**config.mk**
```make
export PLATFORM = sky130hd
export DESIGN_NAME = dspace_agu
export DESIGN_NICKNAME = d
export VERILOG_FILES = /design/src/rtl/agu_pkg.sv /design/src/rtl/agu_addr_sel.sv /design/src/rtl/agu_bit_merge.sv /design/src/rtl/agu_seq.sv /design/src/rtl/dspace_agu.sv
export SDC_FILE = /design/constraint.sdc
export NUM_CORES = 1
export LEC_CHECK = 0
export ABC_AREA = 1
export BUFFER_PORTS_ARGS = -buffer_cell sky130_fd_sc_hd__buf_2
export CORE_ASPECT_RATIO = 0.7
export CORE_UTILIZATION = 48
export CTS_BUF_LIST = sky130_fd_sc_hd__clkbuf_4 sky130_fd_sc_hd__clkbuf_8
export CTS_CLUSTER_DIAMETER = 60
export CTS_CLUSTER_SIZE = 10
export DETAILED_ROUTE_END_ITERATION = 8
export HOLD_SLACK_MARGIN = 0.15
export PLACE_DENSITY = 0.81
export SETUP_SLACK_MARGIN = 0.3
export SLEW_MARGIN = 30
export SYNTH_ARGS = -nofsm -noshare
export SYNTH_HDL_FRONTEND = slang
export SYNTH_SLANG_ARGS = --single-unit
```
**constraint.sdc**
```tcl
create_clock -name clk -period 1.22 [get_ports clk]
set_input_delay 0.061 -clock clk [delete_from_list [all_inputs] [get_ports clk]]
set_output_delay 0.061 -clock clk [all_outputs]
set_load 0.01 [all_outputs]
```
**src/rtl/agu_pkg.sv**
```systemverilog
`timescale 1ns/1ps
package agu_pkg;
  localparam int MODE_W = 3;

  typedef enum logic [MODE_W-1:0] {
    MD_DIRECT = 3'd0,
    MD_SHORT  = 3'd1,
    MD_INDIR  = 3'd2,
    MD_BIT    = 3'd3,
    MD_IMM    = 3'd4
  } agu_mode_e;

  typedef enum logic [2:0] {
    ST_IDLE,
    ST_HOLD,
    ST_BRD,
    ST_BWAIT,
    ST_BWR
  } agu_state_e;
endpackage

```
**src/rtl/agu_addr_sel.sv**
```systemverilog
`timescale 1ns/1ps
module agu_addr_sel
  import agu_pkg::*;
#(
  parameter int AW         = 8,
  parameter int SHORT_BASE = 128,
  parameter int SHORT_W    = 2
) (
  input  logic [MODE_W-1:0]  mode,
  input  logic [SHORT_W-1:0] short_sel,
  input  logic               ind_sel,
  input  logic [AW-1:0]      operand,
  input  logic [AW-1:0]      ptr_x,
  input  logic [AW-1:0]      ptr_y,
  output logic [AW-1:0]      addr,
  output logic               none,
  output logic               bitop
);
  localparam logic [AW-1:0] BASE_A = AW'(SHORT_BASE);

  always_comb begin
    addr  = '0;
    none  = 1'b0;
    bitop = 1'b0;
    case (mode)
      MD_DIRECT: addr = operand;
      MD_SHORT:  addr = BASE_A + AW'(short_sel);
      MD_INDIR:  addr = ind_sel ? ptr_y : ptr_x;
      MD_BIT: begin
        addr  = operand;
        bitop = 1'b1;
      end
      default:   none = 1'b1;
    endcase
  end
endmodule

```
**src/rtl/agu_bit_merge.sv**
```systemverilog
`timescale 1ns/1ps
module agu_bit_merge #(
  parameter int DW = 8,
  localparam int IW = $clog2(DW)
) (
  input  logic [DW-1:0] din,
  input  logic [IW-1:0] bidx,
  input  logic          setb,
  output logic [DW-1:0] dout
);
  for (genvar gi = 0; gi < DW; gi++) begin : g_bit
    assign dout[gi] = (bidx == IW'(gi)) ? setb : din[gi];
  end
endmodule

```
**src/rtl/agu_seq.sv**
```systemverilog
`timescale 1ns/1ps
module agu_seq
  import agu_pkg::*;
#(
  parameter int AW = 8,
  parameter int DW = 8,
  localparam int IW = $clog2(DW)
) (
  input  logic          clk,
  input  logic          rst_n,
  input  logic          in_valid,
  output logic          in_ready,
  input  logic [AW-1:0] dec_addr,
  input  logic          dec_none,
  input  logic          dec_bitop,
  input  logic [IW-1:0] bidx_in,
  input  logic          setb_in,
  input  logic [DW-1:0] merged,
  input  logic          req_ready,
  output logic          req_valid,
  output logic [AW-1:0] req_addr,
  output logic          req_write,
  output logic [DW-1:0] req_wdata,
  output logic          req_none,
  output logic [IW-1:0] bidx_q,
  output logic          setb_q
);
  agu_state_e st;
  logic accept;

  assign in_ready = (st == ST_IDLE) || ((st == ST_HOLD) && req_ready);
  assign accept   = in_valid && in_ready;

  always_ff @(posedge clk or negedge rst_n) begin
    if (!rst_n) begin
      st        <= ST_IDLE;
      req_valid <= 1'b0;
      req_addr  <= '0;
      req_write <= 1'b0;
      req_wdata <= '0;
      req_none  <= 1'b0;
      bidx_q    <= '0;
      setb_q    <= 1'b0;
    end else begin
      case (st)
        ST_IDLE, ST_HOLD: begin
          if ((st == ST_HOLD) && req_ready && !accept) begin
            st        <= ST_IDLE;
            req_valid <= 1'b0;
          end
          if (accept) begin
            req_valid <= 1'b1;
            req_addr  <= dec_addr;
            req_none  <= dec_none;
            req_write <= 1'b0;
            req_wdata <= '0;
            bidx_q    <= bidx_in;
            setb_q    <= setb_in;
            st        <= dec_bitop ? ST_BRD : ST_HOLD;
          end
        end
        ST_BRD: begin
          if (req_ready) begin
            st        <= ST_BWAIT;
            req_valid <= 1'b0;
          end
        end
        ST_BWAIT: begin
          st        <= ST_BWR;
          req_valid <= 1'b1;
          req_write <= 1'b1;
          req_wdata <= merged;
        end
        ST_BWR: begin
          if (req_ready) begin
            st        <= ST_IDLE;
            req_valid <= 1'b0;
            req_write <= 1'b0;
          end
        end
        default: st <= ST_IDLE;
      endcase
    end
  end
endmodule

```
**src/rtl/dspace_agu.sv**
```systemverilog
`timescale 1ns/1ps
module dspace_agu
  import agu_pkg::*;
#(
  parameter int AW         = 8,
  parameter int DW         = 8,
  parameter int OPW        = 8,
  parameter int SHORT_BASE = 128,
  parameter int SHORT_LSB  = 0,
  parameter int SHORT_W    = 2,
  parameter int IND_BIT    = 4,
  parameter int SET_BIT    = 3,
  parameter int BIDX_LSB   = 5
) (
  input  logic              clk,
  input  logic              rst_n,
  input  logic              in_valid,
  output logic              in_ready,
  input  logic [MODE_W-1:0] in_mode,
  input  logic [OPW-1:0]    in_opcode,
  input  logic [AW-1:0]     in_operand,
  input  logic [AW-1:0]     ptr_x,
  input  logic [AW-1:0]     ptr_y,
  output logic              req_valid,
  input  logic              req_ready,
  output logic [AW-1:0]     req_addr,
  output logic              req_write,
  output logic [DW-1:0]     req_wdata,
  output logic              req_none,
  input  logic [DW-1:0]     mem_rdata
);
  localparam int IW = $clog2(DW);

  logic [AW-1:0] dec_addr;
  logic          dec_none, dec_bitop;
  logic [IW-1:0] bidx_q;
  logic          setb_q;
  logic [DW-1:0] merged;
  logic          unused_opcode_bit;

  assign unused_opcode_bit = in_opcode[2];

  agu_addr_sel #(.AW(AW), .SHORT_BASE(SHORT_BASE), .SHORT_W(SHORT_W)) u_sel (
    .mode      (in_mode),
    .short_sel (in_opcode[SHORT_LSB +: SHORT_W]),
    .ind_sel   (in_opcode[IND_BIT]),
    .operand   (in_operand),
    .ptr_x     (ptr_x),
    .ptr_y     (ptr_y),
    .addr      (dec_addr),
    .none      (dec_none),
    .bitop     (dec_bitop)
  );

  agu_bit_merge #(.DW(DW)) u_merge (
    .din  (mem_rdata),
    .bidx (bidx_q),
    .setb (setb_q),
    .dout (merged)
  );

  agu_seq #(.AW(AW), .DW(DW)) u_seq (
    .clk       (clk),
    .rst_n     (rst_n),
    .in_valid  (in_valid),
    .in_ready  (in_ready),
    .dec_addr  (dec_addr),
    .dec_none  (dec_none),
    .dec_bitop (dec_bitop),
    .bidx_in   (in_opcode[BIDX_LSB +: IW]),
    .setb_in   (in_opcode[SET_BIT]),
    .merged    (merged),
    .req_ready (req_ready),
    .req_valid (req_valid),
    .req_addr  (req_addr),
    .req_write (req_write),
    .req_wdata (req_wdata),
    .req_none  (req_none),
    .bidx_q    (bidx_q),
    .setb_q    (setb_q)
  );
endmodule

```
# Yosys cells after proc, flatten, opt, wreduce, memory -nomap -nowiden
# Index checks and enable logic that the tools add are counted.
[op_classes]
eq_ne = 19
n_reduce_logical = 20
addsub = 1
muxes = 26
[op_table]
columns = ["cell", "count"]
rows = [
  ["8-bit one-hot mux with 3 select lines", 1],
  ["3-bit by 2-bit equality test with 1-bit output, second input constant", 6],
  ["8-bit two-way mux", 2],
  ["8-bit one-hot mux with 2 select lines", 1],
  ["3-bit equality test, second input constant", 5],
  ["1-bit two-way mux", 14],
  ["3-bit two-way mux", 4],
  ["3-bit one-hot mux with 4 select lines", 1],
  ["3-bit by 1-bit equality test with 1-bit output, second input constant", 3],
  ["3-bit zero test", 3],
  ["3-bit AND reduction", 3],
  ["8-bit by 2-bit adder with 8-bit output, first input constant", 1],
  ["1-bit one-hot mux with 3 select lines", 2],
  ["3-bit nonzero test", 2],
  ["2-bit OR reduction", 3],
  ["2-bit by 1-bit inequality test with 1-bit output, second input constant", 2],
  ["2-bit inequality test, second input constant", 2],
  ["2-bit AND reduction", 2],
  ["4-bit OR reduction", 1],
  ["1-bit logical AND", 3],
  ["3-bit by 1-bit inequality test with 1-bit output, second input constant", 1],
  ["2-bit two-way mux", 1],
  ["2-bit nonzero test", 1],
  ["1-bit zero test", 1],
  ["1-bit logical OR", 1],
]
[totals]
out_inout_bits = 20
in_bits = 47
reg_bits = 26

# Logic depth before layout (Yosys ltp)
# Gate-level depths: netlist of the first run.
[logic_depth]
ltp_word = 9
depth_mapped = 8

# Modules after synthesis
# Synthesis of the first run repeated with hierarchy kept, for this count alone.
[hier_totals]
cells_unflattened = 229
hier_area_um2 = 1707.9
[by_module_without_submodules]
columns = ["mod", "n_inst", "seq_area_each_um2", "cells_per_inst", "area_each_um2"]
rows = [
  ["agu_seq", 1, 650.6, 126, 1206.2],
  ["agu_addr_sel", 1, 0.0, 63, 282.8],
  ["agu_bit_merge", 1, 0.0, 40, 219.0],
]

# Worst setup path before layout of the first run
# Ideal clock, no wire load.
[synth_timing]
path_type = "register to register"
startpoint = "register u_seq.st[1]"
endpoint = "register u_seq.req_addr[1]"
required_time_ns = 1.104
setup_slack_ns = 0.131
arrival_ns = 0.972
period_less_slack_ns = 1.089
path_buffers = 1
stages_incl_launch_ff = 6
cell_sequence = "dfrtp_1 nor2_4 nand3_4 buf_6 nand2_1 nand2_1"
[synth_between]
elab_chain_cells = 5
elab_cells_between_ends = 7
classes_between = "1 x eq/ne; 6 x reduce/logical"
[synth_lines]
columns = ["element", "line", "rtl"]
rows = [
  ["from (decl)", "agu_seq.sv:28", "agu_state_e st;"],
  ["from (signal assigned)", "agu_seq.sv:59", "st <= dec_bitop ? ST_BRD : ST_HOLD;"],
  ["3-bit by 1-bit equality test with 1-bit output", "agu_seq.sv:31, agu_seq.sv:45", ""],
  ["1-bit logical AND", "agu_seq.sv:31", "assign in_ready = (st == ST_IDLE) || ((st == ST_HOLD) && req_ready);"],
  ["1-bit logical OR", "agu_seq.sv:31", ""],
  ["1-bit logical AND", "agu_seq.sv:32", "assign accept = in_valid && in_ready;"],
  ["2-bit AND reduction (no source line) *", "-", ""],
  ["to (signal assigned)", "agu_seq.sv:53", "req_addr <= dec_addr;"],
  ["to (decl)", "agu_seq.sv:21", "output logic [AW-1:0] req_addr,"],
]
# Mark *: on every way between the ends. The rest lies on a longest branch, timed or not.
# A chain may end at the register's enable or synchronous reset.

# Worst setup path in the final report of the first run
[layout_timing]
startpoint = "register u_seq.st[2]"
endpoint = "output port in_ready"
[layout_between]
elab_chain_cells = 3
elab_cells_between_ends = 4
classes_between = "1 x eq/ne; 3 x reduce/logical"
[layout_lines]
columns = ["element", "line", "rtl"]
rows = [
  ["3-bit by 1-bit equality test with 1-bit output", "agu_seq.sv:31", ""],
  ["1-bit logical AND", "agu_seq.sv:31", ""],
  ["1-bit logical OR *", "agu_seq.sv:31", ""],
  ["to (decl)", "dspace_agu.sv:18", "output logic in_ready,"],
]
# Marks and branches as above.

==> impl_metrics.py, run 1 <==
metrics = {
    "synth": {
        "seq_area_frac_synth": 0.447,
        "syn-cell-area_mm2": 0.00146,
        "synth_cells": 209,
        "yosys_warnings": 0,
        "synth_compound_area_frac": 0.0945,
        "ys_types": 17,
        "synthMuxAreaShare": 0,
        "yosys.area_share.simple": 0.396,
        "avgSynthCellArea_um2": 6.97,
        "synth_nets": 256,
        "synth_top_family_by_area": "simple AND/OR/NAND/NOR gates",
        "synth_adder_area_share": 0,
        "synthXorXnorAreaFrac": 0,
        "ys_ff_latch": 26,
    },
    "routing": {
        "drc": 0,
        "wl_per_cell_um": 11.9,
        "ant_nets": 0,
        "viasPerCell": 4.97,
        "wirelength_mm": 4.10,
        "drtIter0Drc": 141,
        "vias": 1715,
        "drt_first_pass_iters": 4,
    },
    "status": {
        "violations": "negative setup slack",
        "status": "complete, but fails checks",
    },
    "worst_setup_path": {
        "worstSetupPathType": "flip-flop to output pin",
        "crit_arrival_ns": 1.19,
        "critPathLaunchType": "flip-flop",
        "cp-end-kind": "output pin",
        "crit_required_ns": 1.16,
        "r2r_start": "u_seq.st[2]",
        "startpoint": "u_seq.st[2]",
        "cp_max_fo": 4,
    },
    "global_routing": {
        "grt_pass1_wl_mm": 6.22,
        "grt_max_degree": 27,
        "grt.busiest_layer": "met2",
        "globalRouteTotalUtil": 0.263,
        "grtUsageMet3": 0.0643,
        "met2_usage": 0.412,
        "grtUsageMet1": 0.378,
        "overflow": 0,
        "grt_pass1_vias": 1427,
        "antenna_found_initial": 0,
    },
    "final_layout": {
        "final_common_cell": "nand2_1",
        "final_cell_mix": "94 x nand2_1, 65 x buf_2, 24 x dlygate4sd3_1, 24 x dfrtp_1, 19 x nand3_1",
        "ff_latch_area_um2": 653,
        "diodes": 0,
        "area_growth_pct": 54.8,
        "fin_nets": 358,
        "drive_gt1_frac": 0.327,
        "fill_cells": 213,
        "multi_input_area_um2": 771,
    },
    "timing": {
        "hold_viol_final": 0,
        "finalSetupTns_ns": -0.0887,
        "rsz0062_at_grt": "true",
        "worst_pin_slew_ns": 0.561,
        "setup_ws_ns": -0.0312,
        "period_share": 1.03,
        "clock.fmax_mhz": 799,
        "setup_viol": 10,
        "slew_violations": 0,
        "max_slew_margin": 0.626,
        "skew_ns": 0.00390,
        "min_period_ns": 1.25,
    },
    "power_and_ir_drop": {
        "ir_drop_mv": 0.951,
        "power.leakage_nw": 1.30,
        "power_density_mw_per_mm2": 1670,
        "power_mw": 3.77,
    },
    "min_path": {
        "hold_start": "in_opcode[0]",
        "worstHoldPathType": "primary input to flip-flop",
    },
    "cts": {
        "clk_pin_slew_worst_paths_ns": 0.09,
        "cts.sinks": 26,
        "clk_latency_ns": 0.27,
        "tritoncts": "built",
        "cts_root_buf": "clkbuf_8",
        "cts_made_buffers": 3,
        "cts_buffer_depth": 2,
        "h-tree-depth": 1,
    },
    "place": {
        "portBuffers": 65,
        "dp_hpwl_mm": 2.70,
        "gp_congestion": 0.802,
    },
    "floorplanning": {
        "core_mm2": 0.00284,
        "die-area_mm2": 0.00326,
        "initial_core_util": 0.512,
        "rows": 16,
        "die_x_um": 67.8,
        "die_height_um": 48.1,
        "io_pins": 67,
    },
    "job": {
        "maxCapViolations": 0,
    },
}
## state kept, by name, indices dropped and copies added (netlist names)
name	cells
u_seq.req_write	1
u_seq.req_valid	1
u_seq.req_addr	8
u_seq.req_none	1
u_seq.st	3
u_seq.setb_q	1
u_seq.req_wdata	8
u_seq.bidx_q	3
## logic make-up after synthesis
kind of cell,after synthesis
AND/OR/NAND/NOR,134
flip-flops,26
buffers and inverters,22
AO/OA/AOI/OAI,27
## Yosys cell counts, drive strengths merged
master  instances  area share
nand2         103        0.27
dfrtp          26        0.45
nand3          23       0.091
inv            20       0.052
o21ai          20       0.069
a21oi           6       0.021
nor2            5       0.023
nand4           3       0.013
buf             2       0.011
o211ai          1      0.0052
## final timing paths
| kind | slack, ns | end | cells past startpoint |
|---|---|---|---|
| max | -0.03 | in_ready | 5 |
| min | 0.17 | u_seq.req_addr[0] | 5 |
| max reg2reg | -0.01 | u_seq.req_addr[0] | 6 |
| min reg2reg | 0.47 | u_seq.req_valid | 2 |
| max in group asynchronous | 0.51 | u_seq.st[0] | 2 |
| min in group asynchronous | 0.31 | u_seq.req_wdata[5] | 2 |
## metrics by stage
stage / hold WS (ns) / std cells / utilization / setup slack (ns) / cell area [µm²]
3_5_place_dp: 0.0897 / 311 / 0.646 / 0.000229 / 1840
5_1_grt: 0.200 / 345 / 0.793 / -0.105 / 2250
6_report: 0.168 / 345 / 0.793 / -0.0312 / 2250
3_3_place_gp: 0.0950 / 311 / 0.646 / 0.0570 / 1840
4_1_cts: 0.129 / 343 / 0.764 / -0.0307 / 2170
2_1_floorplan: -0.235 / 209 / - / 0.132 / 1460
## worst max-delay path, stage by stage, from the launching register on
cell	delay [ns]
dfrtp_1	0.42
nor2_4	0.14
buf_6	0.12
nand3_2	0.06
nand2_1	0.07
buf_2	0.12
## what timing repair did
action / CTS / global route
cloned: 1 / 0
pin swaps: 2 / 8
hold buffers: 24 / 0
setup endpoints to repair: 27 / 27
hold endpoints to repair: 48 / 0
gates resized for setup: 7 / 21
buffers inserted: 4 / 2
## final cells by class
class,instances,share of cell area
Clock buffer,3,0.0183
Tap cell,36,0.0200
Timing Repair Buffer,98,0.292
Sequential cell,26,0.290
Multi-Input combinational cell,162,0.342
Inverter,20,0.0377
## routing by layer
layer / share of wire / vias up
met4: 0.0083 / 0
met3: 0.046 / 6
met5: 0 / -
met2: 0.47 / 45
li1: - / 869
met1: 0.48 / 795
## power by group
part | total (mW) | leakage, nW | internal [mW] | switching [mW]
logic | 1.90 | 0.933 | 0.811 | 1.09
clock network | 0.476 | 0.0216 | 0.221 | 0.255
registers | 1.39 | 0.341 | 1.15 | 0.239
(Power assumes the default switching activity.)
==> run 2: changes to the inputs <==
RECOVER_POWER = 100   (was not set)
==> run 2 against run 1 <==
  * The flow still finishes with violations (negative setup slack)
  * Maximum frequency is 0.22% lower
  * Sequential cell count stayed put
  * Core utilization is 0.84 points lower
  * Clock power hardly changed
  * Worst hold slack worse by 0.012 ns
  * Final cell count stayed put
  * Worst setup slack worse by 0.0028 ns
  * Sequential power hardly changed
  * Routed wire length hardly changed
  * Die area stayed put
  * Non-clock buffer count stayed put
  * Highest routed layer unchanged
==> impl_metrics.py, run 2 (synthesis results as in run 1) <==
metrics = {
    "timing": {
        "holdWs_ns": 0.155,
        "hold_viol_final": 0,
        "rsz0062_at_grt": "true",
        "min_period_ns": 1.25,
        "worst_pin_slew_ns": 0.629,
        "setup_viol": 15,
        "clock.fmax_mhz": 797,
        "slew_violations": 0,
        "setup_ws_ns": -0.0340,
        "period_share": 1.03,
        "max_slew_margin": 0.580,
        "skew_ns": 0.00581,
    },
    "cts": {
        "cts.sinks": 26,
        "tritoncts": "built",
        "clk_latency_ns": 0.27,
        "cts_made_buffers": 3,
        "clk_pin_slew_worst_paths_ns": 0.09,
        "cts_root_buf": "clkbuf_8",
        "cts_buffer_depth": 2,
        "h-tree-depth": 1,
    },
    "floorplanning": {
        "io_pins": 67,
        "die_x_um": 67.8,
        "core_mm2": 0.00284,
        "die_height_um": 48.1,
        "initial_core_util": 0.512,
        "die-area_mm2": 0.00326,
        "rows": 16,
    },
    "status": {
        "violations": "negative setup slack",
        "status": "complete, but fails checks",
    },
    "routing": {
        "vias": 1710,
        "top_layer": "met4",
        "viasPerCell": 4.96,
        "ant_nets": 0,
        "drc": 0,
        "route.met3.wl_um": 209,
        "met2_length_mm": 1.93,
        "drt-met1-wl_mm": 1.94,
        "wirelength_mm": 4.10,
        "drtIter0Drc": 141,
        "wl_per_cell_um": 11.9,
        "drt_first_pass_iters": 4,
    },
    "global_routing": {
        "grt_pass1_vias": 1427,
        "antenna_found_initial": 0,
        "grt_max_degree": 27,
        "globalRouteTotalUtil": 0.263,
        "overflow": 0,
        "grt_pass1_wl_mm": 6.22,
    },
    "worst_setup_path": {
        "crit_arrival_ns": 1.19,
        "crit_slowest_cell": "dfrtp_1",
        "cp_max_fo": 4,
        "cp-end-kind": "output pin",
        "worstSetupPathType": "flip-flop to output pin",
        "rrSetupSlack_ns": -0.01,
        "path_cells": "nor2_4 -> buf_6 -> nand3_2 -> nand2_1 -> buf_2",
        "max_stage_delay_ns": 0.42,
        "crit_required_ns": 1.16,
        "critPathLaunchType": "flip-flop",
    },
    "place": {
        "dp.cells": 311,
        "gp_congestion": 0.802,
        "portBuffers": 65,
        "dp_hpwl_mm": 2.70,
    },
    "final_layout": {
        "instances_no_fill": 345,
        "final_cell_mix": "94 x nand2_1, 45 x buf_2, 24 x dlygate4sd3_1, 24 x dfrtp_1",
        "ff_latch_area_um2": 653,
        "final_common_cell": "nand2_1",
        "fin_nets": 358,
        "fill_cells": 222,
        "area_growth_pct": 53.2,
        "diodes": 0,
        "final_core_util": 0.785,
        "multi_input_area_um2": 771,
        "reg_top3": "u_seq.req_addr x8, u_seq.req_wdata x8",
        "drive_gt1_frac": 0.265,
    },
    "power_and_ir_drop": {
        "power_density_mw_per_mm2": 1670,
        "power.leakage_nw": 1.22,
        "ir_drop_mv": 0.914,
    },
    "min_path": {
        "worstHoldPathType": "primary input to flip-flop",
    },
    "job": {
        "maxCapViolations": 0,
    },
}
run 2: through the flow:
stage          setup TNS [ns]  total power, mW  cell area, µm²  setup slack [ns]
2_1_floorplan               0             2.31            1460             0.132
3_3_place_gp                0             2.81            1840            0.0570
3_5_place_dp                0             2.87            1840          0.000229
4_1_cts                -0.162             3.53            2170           -0.0307
5_1_grt                 -1.49             4.03            2230            -0.105
6_report               -0.145             3.72            2230           -0.0340
run 2: area by class of cell:
type,instances,area share
clock buffer,3,0.0185
inverter,20,0.0381
sequential,26,0.293
tap,36,0.0202
multi-input combinational,162,0.345
timing repair buffer,98,0.285
run 2: routing by layer:
layer  vias to the layer above  global-route usage
met5                         -                   0
met4                         0              0.0417
met3                         4              0.0643
met2                        47               0.412
met1                       791               0.378
li1                        868                   -
run 2: path summary, 6_finish.rpt:
kind / startpoint / end / depth (start not counted)
min reg2reg: u_seq.req_valid / u_seq.req_valid / 2
min in group asynchronous: rst_n / u_seq.req_wdata[5] / 2
max in group asynchronous: rst_n / u_seq.st[1] / 2
min: in_opcode[0] / u_seq.req_addr[0] / 5
max reg2reg: u_seq.st[2] / u_seq.req_addr[0] / 6
max: u_seq.st[2] / in_ready / 5
run 2: repair_timing:
item / in CTS / in global routing
gates cloned: 1 / 0
endpoints found under the setup margin: 27 / 27
setup buffers: 4 / 2
endpoints found under the hold margin: 48 / 0
hold buffers: 24 / 0
pin swaps: 2 / 8
resized for setup: 7 / 21
run 2: critical path, delay by kind of cell, from the launching register on:
kind / cells / cell delay (ns)
AND/OR/NAND/NOR: 3 / 0.27
buffers and inverters: 2 / 0.24
flip-flops: 1 / 0.42
run 2: where the power goes:
group | switching (mW) | internal [mW]
sequential | 0.247 | 1.15
clock | 0.253 | 0.221
combinational | 1.09 | 0.761
total | 1.59 | 2.13
==> run 3: changes to the inputs <==
CORE_UTILIZATION = 52   (was 48)
HOLD_SLACK_MARGIN = 0.12   (was 0.15)
PLACE_DENSITY = 0.87   (was 0.81)
clock period = 1.65 ns   (was 1.22 ns; I/O delays follow)
==> run 3 against run 2 <==
  * The flow now finishes without violations
  * Final cell count shrank 6.4%
  * Clock-buffer cell count is 1 higher
  * Non-clock buffer count is 20 lower
  * Worst setup slack improved by 0.32 ns
  * Clock power is 15% lower
  * Sequential power down 28%
  * Sequential share of layout area rose by 4.0 points
  * Routed wire length shrank 13%
  * Cell area shrank 12%
  * Power shrank 33%
  * Worst hold slack got worse by 0.035 ns
  * Combinational power is 42% lower
  * Critical path type is now flip-flop to flip-flop
  * Largest cell class unchanged
==> impl_metrics.py, run 3 (synthesis results as in run 1) <==
metrics = {
    "worst_setup_path": {
        "crit_required_ns": 1.85,
        "cp-end-kind": "flip-flop",
        "worstSetupPathType": "flip-flop to flip-flop",
        "path_cells": "nor2_4 -> nand3_4 -> inv_1 -> nand2_1 -> o21ai_0",
        "cp_max_fo": 12,
        "cp_top_family": "simple AND/OR/NAND/NOR gates",
        "r2r_start": "u_seq.st[1]",
        "crit_buf_inv": 1,
        "max_stage_delay_ns": 0.45,
        "crit_slowest_cell": "dfrtp_1",
        "critPathLaunchType": "flip-flop",
        "crit_arrival_ns": 1.56,
        "startpoint": "u_seq.st[1]",
    },
    "timing": {
        "worst_pin_slew_ns": 0.617,
        "slew_violations": 0,
        "rsz0062_at_grt": "true",
        "max_slew_margin": 0.589,
        "setup_viol": 0,
        "period_share": 0.824,
        "skew_ns": 0.00476,
        "finalSetupTns_ns": 0,
        "clock.fmax_mhz": 735,
        "hold_viol_final": 0,
        "min_period_ns": 1.36,
    },
    "routing": {
        "route.met3.wl_um": 149,
        "wl_per_cell_um": 11.1,
        "wirelength_mm": 3.58,
        "vias": 1573,
        "ant_nets": 0,
        "viasPerCell": 4.87,
        "drt_first_pass_iters": 4,
        "drc": 0,
        "met2_length_mm": 1.66,
        "top_layer": "met4",
        "drt-met1-wl_mm": 1.74,
        "drtIter0Drc": 112,
    },
    "final_layout": {
        "area_growth_pct": 34.4,
        "multi_input_area_um2": 712,
        "instances_no_fill": 323,
        "final_cell_mix": "102 x nand2_1, 45 x buf_2, 26 x dfrtp_1",
        "fin_nets": 337,
        "final_common_cell": "nand2_1",
        "diodes": 0,
        "drive_gt1_frac": 0.208,
        "fill_cells": 207,
        "ff_latch_area_um2": 651,
        "reg_top3": "u_seq.req_addr x8, u_seq.req_wdata x8",
    },
    "floorplanning": {
        "core_mm2": 0.00255,
        "die_x_um": 65.3,
        "rows": 15,
        "initial_core_util": 0.571,
        "die_height_um": 46.3,
        "die-area_mm2": 0.00302,
        "io_pins": 67,
    },
    "cts": {
        "cts_buffer_depth": 2,
        "clk_pin_slew_worst_paths_ns": 0.09,
        "h-tree-depth": 1,
        "cts_root_buf": "clkbuf_8",
        "cts.sinks": 26,
        "clk_latency_ns": 0.27,
        "tritoncts": "built",
        "cts_made_buffers": 3,
    },
    "job": {
        "maxCapViolations": 0,
    },
    "power_and_ir_drop": {
        "power.share.combinational": 0.435,
        "pwr-share-seq": 0.405,
        "clockPowerShare": 0.161,
        "p_int_mw": 1.46,
        "power.leakage_nw": 1.12,
        "power_density_mw_per_mm2": 1270,
        "p_sw_frac": 0.416,
        "ir_drop_mv": 0.841,
        "power.switching_mw": 1.04,
    },
    "global_routing": {
        "grt_pass1_wl_mm": 5.99,
        "globalRouteTotalUtil": 0.266,
        "overflow": 0,
        "antenna_found_initial": 0,
        "grt_pass1_vias": 1414,
        "grt_max_degree": 27,
    },
    "place": {
        "portBuffers": 65,
        "dp_hpwl_mm": 2.60,
        "gp_congestion": 0.813,
        "dp.cells": 306,
    },
    "min_path": {
        "hold_start": "in_operand[1]",
        "worstHoldPathType": "primary input to flip-flop",
    },
    "status": {
        "status": "finished, final reports clean",
    },
}
-- run 3: path summary, 6_finish.rpt --
path	end	cells past startpoint	slack, ns
worst min register to register	u_seq.req_write	2	0.48
min in group asynchronous	u_seq.req_addr[5]	2	0.36
worst min-delay path	u_seq.req_addr[1]	5	0.12
worst max-delay path	u_seq.bidx_q[0]	5	0.29
worst max register to register	u_seq.bidx_q[0]	5	0.29
max in group asynchronous	u_seq.req_wdata[6]	2	0.89
-- run 3: what timing repair did --
| item | 4_1_cts | 5_1_grt |
|---|---|---|
| hold endpoints to repair | 34 | 0 |
| hold buffers | 9 | 0 |
| buffers inserted | 0 | 4 |
| setup endpoints to repair | 0 | 24 |
| gates resized for setup | 0 | 3 |
-- run 3: cell type report --
type | instances | share of cell area
Multi-Input combinational cell | 161 | 0.364
Clock buffer | 4 | 0.0281
Inverter | 20 | 0.0384
Sequential cell | 26 | 0.332
Tap cell | 34 | 0.0217
Timing Repair Buffer | 78 | 0.215
-- run 3: power groups by stage --
stage | Sequential [mW] | Clock [mW] | Combinational [mW]
after global placement | 1.01 | 0 | 1.02
after CTS | 1.00 | 0.412 | 1.07
after global routing | 1.04 | 0.433 | 1.24
final | 1.01 | 0.401 | 1.08
after detailed placement | 1.01 | 0 | 1.05
after floorplan | 1.07 | 0 | 0.633
-- run 3: routing by layer --
metal  up-vias  track usage
li1        827            -
met1       704        0.370
met2        38        0.433
met3         4       0.0470
met4         0       0.0783
met5         -            0
-- run 3: per-stage QoR --
step	instance area [µm²]	setup WS, ns	hold slack (ns)	total power [mW]	utilization
final	1960	0.290	0.120	2.49	0.767
after global routing	1960	0.159	0.139	2.71	0.767
after CTS	1950	0.311	0.120	2.48	0.765
after detailed placement	1810	0.320	0.106	2.06	0.708
after global placement	1810	0.345	0.109	2.03	0.708
after floorplan	1460	0.561	-0.213	1.70	-
-- run 3: worst min-delay path: stages --
cell and delay (ns):
buf_2 0.07, nand2_1 0.04, nand3_1 0.06, nand2_1 0.05, nand2_1 0.05
